[src/rtl/corr_pf_pkg.sv]
package corr_pf_pkg;

    typedef enum logic [1:0] {
        ST_IDLE  = 2'd0,
        ST_TRAIN = 2'd1,
        ST_EMIT  = 2'd2
    } pf_state_e;

endpackage

[src/rtl/corr_hist_key.sv]
module corr_hist_key #(
    parameter int ADDR_W = 16,
    parameter int HIST_K = 2
) (
    input  logic              clk,
    input  logic              rst_n,
    input  logic              adv,
    input  logic              hist_mode,
    input  logic [ADDR_W-1:0] addr,
    output logic [ADDR_W-1:0] key
);

    generate
        if (HIST_K > 1) begin : g_hist
            localparam int PAST_N = HIST_K - 1;
            logic [ADDR_W-1:0] past_q [PAST_N];

            always_ff @(posedge clk) begin
                if (!rst_n) begin
                    for (int i = 0; i < PAST_N; i++) past_q[i] <= '0;
                end else if (adv) begin
                    past_q[0] <= addr;
                    for (int i = 1; i < PAST_N; i++) past_q[i] <= past_q[i-1];
                end
            end

            always_comb begin
                key = addr;
                if (hist_mode) begin
                    for (int i = 0; i < PAST_N; i++) key = key ^ past_q[i];
                end
            end
        end else begin : g_plain
            assign key = addr;
        end
    endgenerate

endmodule

[src/rtl/corr_table.sv]
module corr_table #(
    parameter int ADDR_W    = 16,
    parameter int SETS      = 8,
    parameter int NCAND     = 2,
    parameter int CONF_W    = 2,
    parameter int CONF_INIT = 1
) (
    input  logic              clk,
    input  logic              rst_n,
    input  logic              train_en,
    input  logic [ADDR_W-1:0] train_key,
    input  logic [ADDR_W-1:0] train_succ,
    input  logic [ADDR_W-1:0] sel_key,
    input  logic [CONF_W-1:0] thresh,
    input  logic [NCAND-1:0]  emit_mask,
    output logic              sel_found,
    output logic [(NCAND > 1 ? $clog2(NCAND) : 1)-1:0] sel_slot,
    output logic [ADDR_W-1:0] sel_addr
);

    localparam int IDX_W  = $clog2(SETS);
    localparam int TAG_W  = ADDR_W - IDX_W;
    localparam int CIDX_W = (NCAND > 1) ? $clog2(NCAND) : 1;
    localparam logic [CONF_W-1:0] CONF_MAX = {CONF_W{1'b1}};
    localparam logic [CONF_W-1:0] CONF_NEW = CONF_W'(CONF_INIT);

    logic              ent_vld_q [SETS];
    logic [TAG_W-1:0]  ent_tag_q [SETS];
    logic              cv_q [SETS][NCAND];
    logic [ADDR_W-1:0] ca_q [SETS][NCAND];
    logic [CONF_W-1:0] cc_q [SETS][NCAND];

    logic [IDX_W-1:0]  t_idx, s_idx;
    logic [TAG_W-1:0]  t_tag, s_tag;
    logic              t_hit, s_hit, any_m;
    logic [NCAND-1:0]  m_vec;
    logic [CIDX_W-1:0] victim;
    logic [CONF_W-1:0] v_conf, eff, best;

    assign t_idx = train_key[IDX_W-1:0];
    assign t_tag = train_key[ADDR_W-1:IDX_W];
    assign s_idx = sel_key[IDX_W-1:0];
    assign s_tag = sel_key[ADDR_W-1:IDX_W];

    // training side: tag check, match vector, weakest slot
    always_comb begin
        t_hit  = ent_vld_q[t_idx] && (ent_tag_q[t_idx] == t_tag);
        m_vec  = '0;
        any_m  = 1'b0;
        victim = '0;
        v_conf = cv_q[t_idx][0] ? cc_q[t_idx][0] : '0;
        eff    = '0;
        for (int i = 0; i < NCAND; i++) begin
            m_vec[i] = cv_q[t_idx][i] && (ca_q[t_idx][i] == train_succ);
            any_m    = any_m | m_vec[i];
        end
        for (int i = 1; i < NCAND; i++) begin
            eff = cv_q[t_idx][i] ? cc_q[t_idx][i] : '0;
            if (eff < v_conf) begin
                v_conf = eff;
                victim = CIDX_W'(i);
            end
        end
    end

    always_ff @(posedge clk) begin
        if (!rst_n) begin
            for (int s = 0; s < SETS; s++) begin
                ent_vld_q[s] <= 1'b0;
                ent_tag_q[s] <= '0;
                for (int i = 0; i < NCAND; i++) begin
                    cv_q[s][i] <= 1'b0;
                    ca_q[s][i] <= '0;
                    cc_q[s][i] <= '0;
                end
            end
        end else if (train_en) begin
            if (!t_hit) begin
                ent_vld_q[t_idx] <= 1'b1;
                ent_tag_q[t_idx] <= t_tag;
                for (int i = 0; i < NCAND; i++) begin
                    cv_q[t_idx][i] <= (i == 0);
                    ca_q[t_idx][i] <= train_succ;
                    cc_q[t_idx][i] <= (i == 0) ? CONF_NEW : '0;
                end
            end else if (any_m) begin
                for (int i = 0; i < NCAND; i++) begin
                    if (m_vec[i]) begin
                        if (cc_q[t_idx][i] != CONF_MAX) cc_q[t_idx][i] <= cc_q[t_idx][i] + 1'b1;
                    end else if (cv_q[t_idx][i] && cc_q[t_idx][i] != '0) begin
                        cc_q[t_idx][i] <= cc_q[t_idx][i] - 1'b1;
                    end
                end
            end else begin
                cv_q[t_idx][victim] <= 1'b1;
                ca_q[t_idx][victim] <= train_succ;
                cc_q[t_idx][victim] <= CONF_NEW;
            end
        end
    end

    // lookup side: strongest eligible candidate not yet issued
    always_comb begin
        s_hit     = ent_vld_q[s_idx] && (ent_tag_q[s_idx] == s_tag);
        sel_found = 1'b0;
        sel_slot  = '0;
        sel_addr  = '0;
        best      = '0;
        for (int i = 0; i < NCAND; i++) begin
            if (s_hit && cv_q[s_idx][i] && (cc_q[s_idx][i] >= thresh) && !emit_mask[i]
                && (!sel_found || cc_q[s_idx][i] > best)) begin
                sel_found = 1'b1;
                sel_slot  = CIDX_W'(i);
                sel_addr  = ca_q[s_idx][i];
                best      = cc_q[s_idx][i];
            end
        end
    end

endmodule

[src/rtl/corr_pf_queue.sv]
module corr_pf_queue #(
    parameter int W     = 16,
    parameter int DEPTH = 4
) (
    input  logic         clk,
    input  logic         rst_n,
    input  logic         push,
    input  logic [W-1:0] push_data,
    output logic         out_valid,
    output logic [W-1:0] out_data,
    input  logic         out_ready
);

    localparam int PTR_W = $clog2(DEPTH);

    logic [W-1:0]     mem_q [DEPTH];
    logic [PTR_W-1:0] wr_q, rd_q;
    logic [PTR_W:0]   cnt_q;
    logic             full, do_push, do_pop;

    assign full      = (cnt_q == (PTR_W+1)'(DEPTH));
    assign out_valid = (cnt_q != '0);
    assign out_data  = mem_q[rd_q];
    assign do_push   = push && !full;
    assign do_pop    = out_valid && out_ready;

    always_ff @(posedge clk) begin
        if (!rst_n) begin
            wr_q  <= '0;
            rd_q  <= '0;
            cnt_q <= '0;
            for (int i = 0; i < DEPTH; i++) mem_q[i] <= '0;
        end else begin
            if (do_push) begin
                mem_q[wr_q] <= push_data;
                wr_q        <= wr_q + 1'b1;
            end
            if (do_pop) rd_q <= rd_q + 1'b1;
            if (do_push && !do_pop)      cnt_q <= cnt_q + 1'b1;
            else if (do_pop && !do_push) cnt_q <= cnt_q - 1'b1;
        end
    end

endmodule

[src/rtl/corr_prefetch.sv]
module corr_prefetch
    import corr_pf_pkg::*;
#(
    parameter int ADDR_W    = 16,
    parameter int SETS      = 8,
    parameter int NCAND     = 2,
    parameter int CONF_W    = 2,
    parameter int CONF_INIT = 1,
    parameter int HIST_K    = 2,
    parameter int QDEPTH    = 4
) (
    input  logic              clk,
    input  logic              rst_n,
    input  logic              acc_valid,
    output logic              acc_ready,
    input  logic [ADDR_W-1:0] acc_addr,
    input  logic              acc_miss,
    input  logic              miss_only,
    input  logic              hist_mode,
    input  logic [CONF_W-1:0] conf_thresh,
    output logic              pf_valid,
    input  logic              pf_ready,
    output logic [ADDR_W-1:0] pf_addr
);

    localparam int CIDX_W = (NCAND > 1) ? $clog2(NCAND) : 1;

    pf_state_e         state_q, state_d;
    logic              keep, train_en, push;
    logic [ADDR_W-1:0] new_key;
    logic [ADDR_W-1:0] cur_addr_q, look_key_q, train_key_q, prev_key_q;
    logic              train_go_q, prev_vld_q;
    logic [NCAND-1:0]  emit_mask_q;
    logic              sel_found;
    logic [CIDX_W-1:0] sel_slot;
    logic [ADDR_W-1:0] sel_addr;

    corr_hist_key #(.ADDR_W(ADDR_W), .HIST_K(HIST_K)) u_key (
        .clk(clk), .rst_n(rst_n), .adv(keep), .hist_mode(hist_mode),
        .addr(acc_addr), .key(new_key)
    );

    corr_table #(
        .ADDR_W(ADDR_W), .SETS(SETS), .NCAND(NCAND),
        .CONF_W(CONF_W), .CONF_INIT(CONF_INIT)
    ) u_tbl (
        .clk(clk), .rst_n(rst_n), .train_en(train_en),
        .train_key(train_key_q), .train_succ(cur_addr_q),
        .sel_key(look_key_q), .thresh(conf_thresh), .emit_mask(emit_mask_q),
        .sel_found(sel_found), .sel_slot(sel_slot), .sel_addr(sel_addr)
    );

    corr_pf_queue #(.W(ADDR_W), .DEPTH(QDEPTH)) u_q (
        .clk(clk), .rst_n(rst_n), .push(push), .push_data(sel_addr),
        .out_valid(pf_valid), .out_data(pf_addr), .out_ready(pf_ready)
    );

    // state register
    always_ff @(posedge clk) begin
        if (!rst_n) state_q <= ST_IDLE;
        else        state_q <= state_d;
    end

    always_comb begin
        state_d = state_q;
        unique case (state_q)
            ST_IDLE:  if (keep) state_d = ST_TRAIN;
            ST_TRAIN: state_d = ST_EMIT;
            ST_EMIT:  if (!sel_found) state_d = ST_IDLE;
            default:  state_d = ST_IDLE;
        endcase
    end

    // outputs of the state machine
    always_comb begin
        acc_ready = 1'b0;
        keep      = 1'b0;
        train_en  = 1'b0;
        push      = 1'b0;
        unique case (state_q)
            ST_IDLE: begin
                acc_ready = 1'b1;
                keep      = acc_valid && (!miss_only || acc_miss);
            end
            ST_TRAIN: train_en = train_go_q;
            ST_EMIT:  push     = sel_found;
            default: ;
        endcase
    end

    always_ff @(posedge clk) begin
        if (!rst_n) begin
            cur_addr_q  <= '0;
            look_key_q  <= '0;
            train_key_q <= '0;
            prev_key_q  <= '0;
            train_go_q  <= 1'b0;
            prev_vld_q  <= 1'b0;
            emit_mask_q <= '0;
        end else if (keep) begin
            cur_addr_q  <= acc_addr;
            look_key_q  <= new_key;
            train_key_q <= prev_key_q;
            train_go_q  <= prev_vld_q;
            prev_key_q  <= new_key;
            prev_vld_q  <= 1'b1;
            emit_mask_q <= '0;
        end else if (push) begin
            emit_mask_q[sel_slot] <= 1'b1;
        end
    end

endmodule

[config.mk]
export PLATFORM = sky130hd
export DESIGN_NAME = corr_prefetch
export DESIGN_NICKNAME = d
export VERILOG_FILES = /design/src/rtl/corr_pf_pkg.sv /design/src/rtl/corr_hist_key.sv /design/src/rtl/corr_table.sv /design/src/rtl/corr_pf_queue.sv /design/src/rtl/corr_prefetch.sv
export SDC_FILE = /design/constraint.sdc
export NUM_CORES = 1
export LEC_CHECK = 0
export CAP_MARGIN = 20
export CORE_MARGIN = 2
export CORE_UTILIZATION = 35
export DETAILED_ROUTE_END_ITERATION = 16
export PLACE_DENSITY = 0.48
export SETUP_SLACK_MARGIN = 0.2
export SYNTH_ARGS = -nofsm -noshare
export SYNTH_HDL_FRONTEND = slang
export SYNTH_SLANG_ARGS = --single-unit
[constraint.sdc]
create_clock -name clk -period 8.3 [get_ports clk]
set_input_delay 1.245 -clock clk [delete_from_list [all_inputs] [get_ports clk]]
set_output_delay 1.245 -clock clk [all_outputs]
set_load 0.01 [all_outputs]
## Yosys cells after proc, flatten, opt, wreduce, memory -nomap -nowiden

Memories as Yosys holds them, arrays and structs flattened. A register that Yosys moved wholly into a read port is not among the register bits.
Index checks and enable logic that the tools add are counted.

- Logic and storage cells: 291
- RAM bits: 496
- Memories kept: 7
- Input port bits: 25
- Output and inout bits: 18
- Flip-flop bits (word level): 61

Memory list:

| memory | depth | bits a word | read ports | clocked after Yosys merged registers in | write ports | RTL line | text |
|---|---|---|---|---|---|---|---|
| u_tbl.ca_q | 8 | 32 | 2 | 2 | 8 | corr_table.sv:30 | `logic [ADDR_W-1:0] ca_q [SETS][NCAND];` |
| u_tbl.ent_tag_q | 8 | 13 | 2 | 2 | 8 | corr_table.sv:28 | `logic [TAG_W-1:0] ent_tag_q [SETS];` |
| u_q.mem_q | 4 | 16 | 1 | 1 | 4 | corr_pf_queue.sv:16 | `logic [W-1:0] mem_q [DEPTH];` |
| u_tbl.cc_q | 8 | 4 | 2 | 2 | 8 | corr_table.sv:31 | `logic [CONF_W-1:0] cc_q [SETS][NCAND];` |
| u_key.g_hist.past_q | 1 | 16 | 1 | 0 | 1 | corr_hist_key.sv:16 | `logic [ADDR_W-1:0] past_q [PAST_N];` |
| u_tbl.cv_q | 8 | 2 | 2 | 2 | 8 | corr_table.sv:29 | `logic cv_q [SETS][NCAND];` |
| +1 memories | -- | -- | -- | -- | -- | -- |  |

- Bitwise logic cells: 47
- Muxes and demuxes: 157
- Reductions and logical operators: 43
- Equal/unequal tests: 11
- $add $sub $neg: 8
- $lt $le $gt $ge: 8

Operator list:

| kind | number |
|---|---|
| $mux 1 | 96 |
| $mux 16 | 6 |
| $mux 32 | 3 |
| $mux 3 | 27 |
| $or 1x1->1 | 43 |
| $eq 16x16->1 | 2 |
| $mux 2 | 16 |
| $reduce_or 16->1 | 2 |
| $reduce_or 32->1 | 1 |
| $eq 13x13->1 | 2 |
| $logic_and 1x1->1 | 20 |
| $demux 16 s1 | 1 |
| $xor 16x16->16 | 1 |
| $mux 13 | 1 |
| $reduce_or 13->1 | 1 |
| $mux 4 | 3 |
| $add 2x1->2 const B | 4 |
| $ne 2x2->1 const B | 4 |
| $logic_not 1->1 | 7 |
| $pmux 2 s3 | 1 |
| $reduce_bool 2->1 | 3 |
| $ge 2x2->1 | 2 |
| $reduce_or 2->1 | 2 |
| $reduce_or 4->1 | 1 |
| other kinds (22) | 25 |

## Logic depth before layout (Yosys ltp)

Gate-level depths: netlist (run 1).

- Word-level depth: 17
- Mapped depth: 22
- Mapped depth without buffers: 16

## Hierarchy

A second synthesis (run 1) with hierarchy kept.

- Cell total of the unflattened synthesis: 2104
- Area, all modules: 29061.6 um2

By module, submodules not included:

| module | sequential area each (um2) | times used | area each (um2) | cells each |
|---|---|---|---|---|
| corr_table | 12321.8 | 1 | 23213.5 | 1702 |
| corr_pf_queue | 2102.0 | 1 | 3299.4 | 202 |
| corr_prefetch | 1081.0 | 1 | 1712.9 | 131 |
| corr_hist_key | 480.5 | 1 | 835.8 | 69 |

## Worst setup path before layout (run 1)

No wires, ideal clock.

- Kind: flip-flop to flip-flop
- Start: reg (tool-made name)
- End: mem u_q.mem_q[1][0], enable pin
- Cell stages (with the launch flop): 14
- Path slack: 3135 ps
- Arrival time: 4754 ps
- Period minus slack after synthesis: 5165 ps
- Path buffers: 4
- Data required time: 7889 ps
- Setup time: 411 ps
- Path through: dfxtp_1 > buf_2 > buf_2 > buf_2 > buf_1 > mux4_2 > mux2_2 > ha_1 > a21oi_1 > nor3_1 > o21ai_0 > a211oi_4 > nand2_1 > o21ai_0

RTL lines:

| item | RTL line |
|---|---|
| end: declaration | corr_pf_queue.sv:16 |

==> results of run 1 <==
[metal layers]
metal	track usage	vias to the layer above
li1	-	7889
met1	0.280	9212
met2	0.354	451
met3	0.0295	114
met4	0.0514	2
met5	0	-
[cell families after synthesis]
group	share of synthesized area
DFF	0.550
adders and majority gates	0.00581
xor gates and xnor gates	0.0198
AOI/OAI and AO/OA	0.0572
buffers and inverters	0.0348
and+or+nand+nor	0.134
muxes	0.198
[power by group through the flow]
stage                     Combinational (uW)  Sequential (uW)  Clock, uW
final                                    654             3280       2870
after global routing                     698             3300       3030
after CTS                                663             3280       2930
after detailed placement                 661             3340          0
after global placement                   664             3340          0
after floorplan                          464             3270          0
[per-stage QoR]
step | area, sq um | util | setup WS, ns
after floorplan | 29300 | - | 3.14
after global placement | 30700 | 0.369 | 2.01
after detailed placement | 30800 | 0.370 | 2.04
after CTS | 32900 | 0.395 | 2.01
after global routing | 32900 | 0.395 | 1.91
final | 32900 | 0.396 | 2.25
[cell type report]
class | instances | area share
flip-flops and latches | 565 | 0.490
multi-input cells | 1344 | 0.373
clock buffers | 87 | 0.0539
well taps | 1080 | 0.0411
repair buffers | 106 | 0.0301
clock inverters | 37 | 0.00978
inverters | 15 | 0.00171
diodes | 2 | 0.000152
[sequential cells by signal, summed over array words and instances, names as in the netlist, named ones only]
name                 count
cur_addr_q              16
emit_mask_q              2
prev_key_q              16
prev_vld_q               1
state_q                  2
train_go_q               1
train_key_q             16
u_key.g_hist.past_q     16
u_q.cnt_q                3
u_q.mem_q               64
u_q.rd_q                 2
u_q.wr_q                 2
u_tbl.ca_q             256
u_tbl.cc_q              32
u_tbl.cv_q              16
u_tbl.ent_tag_q        104
u_tbl.ent_vld_q          8
[worst max-delay path, delay by kind of cell (launching register included)]
| family | cells | cell delay [ns] |
|---|---|---|
| xor+xnor | 1 | 0.11 |
| flops | 1 | 0.62 |
| simple gates | 5 | 3.00 |
| compound gates | 1 | 0.57 |
| buf+inv | 1 | 0.59 |
| mux | 2 | 0.69 |
[synth_stat cells, drive strengths merged, types with 8 or more instances]
library cell	number	area share
nand2	93	0.012
or3	14	0.0030
nand3b	8	0.0021
xnor2	21	0.0063
nor2b	13	0.0028
mux2i	139	0.048
buf	78	0.019
a21oi	25	0.0074
mux4	186	0.14
o22a	16	0.0048
xor2	45	0.013
ha	12	0.0051
a22oi	8	0.0021
nand4	11	0.0029
a21o	33	0.0085
clkbuf	109	0.014
a21boi	19	0.0050
dfxtp	86	0.059
and3	23	0.0049
a22o	22	0.0066
inv	15	0.0019
mux2	18	0.0069
edfxtp	479	0.49
o211a	16	0.0055
o21ai	38	0.0065
o22ai	8	0.0017
nor2	115	0.015
nand3	13	0.0022
nor3	12	0.0021
nand2b	14	0.0030
and2	370	0.079
nor4	11	0.0029
[path summary, 6_finish.rpt]
path                                     from              end  slack (ns)  cells after the start
worst max-delay path                flip-flop  u_q.mem_q[0][5]        2.25                     10
worst min-delay path            cur_addr_q[8]    cur_addr_q[8]        0.46                      1
worst max register to register      flip-flop  u_q.mem_q[0][5]        2.25                     10
worst min register to register  cur_addr_q[8]    cur_addr_q[8]        0.46                      1
==> results.ini, run 1 <==
[run_status]
outcome=finished, final reports clean

[cts]
htree_levels=3
clockBufferDepth=3
cts-root-buf=clkbuf_16
clock-sinks=565
cts_tree=built
cts_setup_buffers=0
worstSkewPairLatency_ns=0.63
ctsResizeCount=0
cts_buffers=68
ctsHoldBuffers=0
clk_pin_slew_ns=0.06

[worst_setup_path]
cp-end-kind=flip-flop
slowest_stage=nand2_1
crit_arrival_ns=6.28
slowest_delay_ns=0.81
cp.required_ns=8.53
cp_cell_sequence=buf_4 -> mux4_2 -> mux2i_1 -> xnor2_1 -> nor4_1 -> nand4_1 -> a211oi_4 -> nand2_2 -> or3_1 -> nand2_1
cp_max_fo=32
cp-start-kind=flip-flop
setup.worst_path.class=flip-flop to flip-flop

[power]
p_comb_frac=0.096
vdd_drop_max_mv=0.147
p_int_uw=5080
power_uw=6810
p_leak_uw=0.0114
power_density_nw_per_um2=207
p_sw_frac=0.254
p_switching_uw=1730
seqPwrFrac=0.482
pwr-share-clk=0.422

[detailed_routing]
drt-met1-wl_um=39300
met2_length_um=43500
num_vias=17700
dr.pass1.iters=5
wire_per_inst_um=27.3
drc=0
vias_per_cell=5.46
dr.first_iter.drc_count=1370
antenna_left=0
top_layer=met5
wirelength_um=88200
wl_met3_um=3600

[finish]
layout.cells.non_filler=3236
drive_gt1_frac=0.191
area_growth_pct=12.4
final_common_cell=edfxtp_1
multi_input_area_sq_um=12300
register_area_sq_um=16100
layout_common_cells=edfxtp_1, and2_1, mux4_2, mux2i_1, nor2_1
fill_cells=7693
fin_nets=2138

[run]
drv_cap=0

[synthesis]
synthArstFlopShare=0
ys_warn_count=0
yosysSeqAreaShare=0.550
ys_seq_elements=565
synth.cell_area_sq_um=29300
synth_area_per_cell_sq_um=13.9
synth.net_count=2149
syn_inst=2111
ys.flop_type=edfxtp_1
synth.distinct_cells=66
synth_edf_count=479

[timing]
fin_crit_ns=6.05
rsz0062_at_grt=no
finClkSkew_ns=0.0315
drv_slew=0
hold_ws_ns=0.455
finalHoldViolations=0
tightest_slew_ns=1.09
slew_headroom=0.271
fin_crit_sh=0.729
setup_viol=0
max_freq_ghz=0.165
setup_tns_ns=0

[place]
placed_cells=3110
port_buffers=42
place.gp.congestion=0.796
dp_hpwl_um=57600

[grt]
grt_overflow=0
grt_pass1_vias=18400
grt_start_max_net_pins=53
antenna_found_initial=2
track_usage=0.208
grt_pass1_wl_um=129000

[min_path]
min_path_type=flip-flop to flip-flop

[floorplanning]
fp.coreArea_sq_um=83200
io_pins=43
die-area_sq_um=85900
initial_core_util=0.352
num_rows=106
die_h_um=293
die_w_um=293

(Power assumes the default switching activity.)
==> run 2, diff against run 1 <==
PLACE_DENSITY = 0.49   (was 0.48)
clock period = 5 ns   (was 8.3 ns; I/O delays follow)
==> results.ini, run 2 (same netlist as run 1, synthesis figures left out) <==
[finish]
fin_area_sq_um=33500
layout_common_cells=edfxtp_1, and2_1, mux4_2, mux2i_1, buf_4
layout.cells.non_filler=3293
final_common_cell=edfxtp_1
fill_cells=7587
fin_nets=2196
largest_register_ffs=256
top_register=u_tbl.ca_q
largestRegisters=u_tbl.ca_q (256), u_tbl.ent_tag_q (104), u_q.mem_q (64)
area_growth_pct=14.6
fin_util=0.403
register_area_sq_um=16100
drive_gt1_frac=0.211
multi_input_area_sq_um=12200

[power]
p_sw_frac=0.245
p_comb_frac=0.096
vdd_drop_max_mv=0.204
pwr-share-clk=0.436
seqPwrFrac=0.467
p_switching_uw=2860
p_int_uw=8800
power_density_nw_per_um2=348
p_leak_uw=0.0118

[min_path]
min_path_type=flip-flop to flip-flop
min_from=u_tbl.cv_q[7][1]

[place]
place.gp.congestion=0.789
port_buffers=42
place_area_sq_um=31200
dp_hpwl_um=57100
pre_cts_ws_ns=0.281
placed_cells=3164

[floorplanning]
die-area_sq_um=85900
die_w_um=293
fp.coreArea_sq_um=83200
die_h_um=293
initial_core_util=0.352
num_rows=106
io_pins=43

[detailed_routing]
drc=0
wire_per_inst_um=26.6
wl_met3_um=4670
wirelength_um=87700
top_layer=met4
met2_length_um=42600
vias_per_cell=5.47
drt-met1-wl_um=38200
num_vias=18000
antenna_left=0
dr.pass1.iters=6
dr.first_iter.drc_count=1455

[timing]
fin_crit_sh=0.901
rsz0062_at_grt=no
setup_ws_ns=0.495
max_freq_ghz=0.222
fin_crit_ns=4.50
drv_slew=0
finClkSkew_ns=0.0312
setup_tns_ns=0
setup_viol=0
finalHoldViolations=0
tightest_slew_ns=1.01
slew_headroom=0.324

[grt]
antenna_found_initial=2
grt_pass1_vias=18600
grt_overflow=0
grt_start_max_net_pins=56
track_usage=0.205
grt_pass1_wl_um=129000

[worst_setup_path]
cp-start-kind=flip-flop
ff2ff_path_depth=11
cp_max_fo=21
setup.reg_to_reg.worst_slack_ns=0.50
cp-end-kind=flip-flop
setup.worst_path.class=flip-flop to flip-flop
crit_end=u_tbl.cc_q[7][2]
reg2reg_to=u_tbl.cc_q[7][2]
cp.required_ns=5.32
crit_arrival_ns=4.82

[cts]
htree_levels=3
clk_pin_slew_ns=0.06
cts_tree=built
cts_buffers=67
cts-root-buf=clkbuf_16
clockBufferDepth=3
worstSkewPairLatency_ns=0.63
clock-sinks=565

[run_status]
outcome=finished, final reports clean

[run]
drv_cap=0

==> run 2: cell types whose count changed in the layout (fill, tap and decap cells not counted), moves of 5 or more <==
| cell | change |
|---|---|
| buf_4 | +51 |
| buf_12 | +9 |
| clkinv_1 | -9 |
| nor2_1 | +8 |
| nor2_2 | -8 |
| o21ai_2 | +5 |
| o21ai_4 | -5 |
==> run 2: cell type report <==
| cell class | count | area share |
|---|---|---|
| repair buffers | 165 | 0.0448 |
| diodes | 1 | 0.0000746 |
| well taps | 1080 | 0.0403 |
| inverters | 15 | 0.00168 |
| clock buffers | 97 | 0.0565 |
| clock inverters | 26 | 0.0112 |
| multi-input cells | 1344 | 0.364 |
| flip-flops and latches | 565 | 0.481 |
==> run 2: worst min-delay path by stage <==
stage,to,slack [ns],cells past startpoint
after detailed placement,u_tbl.cv_q[6][1],0.46,1
final,u_tbl.cv_q[7][1],0.48,1
after CTS,u_tbl.cv_q[4][0],0.48,2
after global placement,prev_vld_q,0.45,1
after global routing,u_tbl.cv_q[7][1],0.50,1
after floorplan,u_tbl.cv_q[4][0],0.44,2
==> run 2: worst max-delay path: stages (launching register included) <==
cell and delay (ns):
dfxtp_4 0.42, buf_4 0.27, and2_1 0.38, buf_4 0.28
a22o_1 0.24, a221oi_1 0.50, xor2_1 0.17, nor4_1 0.55
nand3_1 0.38, o31ai_1 0.46, and3_1 0.45, nor3_1 0.08
==> run 2: power by group through the flow <==
| stage | Combinational [uW] | Sequential, uW | Clock [uW] |
|---|---|---|---|
| floorplan | 771 | 5420 | 0 |
| global placement | 1120 | 5550 | 0 |
| detailed placement | 1120 | 5550 | 0 |
| CTS | 1130 | 5460 | 5180 |
| global route | 1200 | 5480 | 5350 |
| finish | 1120 | 5450 | 5090 |
==> run 2: repair_timing <==
action                     CTS  global route
hold buffers                 0             0
resized for setup            0             5
setup buffers                0             5
setup endpoints to repair    0            65
==> run 2: metrics by stage <==
step | total power [uW] | hold slack (ns)
after floorplan | 6200 | 0.436
after global routing | 12000 | 0.499
after global placement | 6670 | 0.451
final | 11700 | 0.476
after detailed placement | 6680 | 0.461
after CTS | 11800 | 0.475
==> run 2: per-layer routing <==
layer / global-route usage / vias up
met5: 0 / -
met4: 0.0567 / 0
met3: 0.0340 / 154
met2: 0.345 / 521
met1: 0.274 / 9315
li1: - / 8012
==> run 3, diff against run 2 <==
HOLD_SLACK_MARGIN = 0.02   (was not set)
==> results of run 3 <==
Final layout, timing and power as in run 2 (identical DEF).
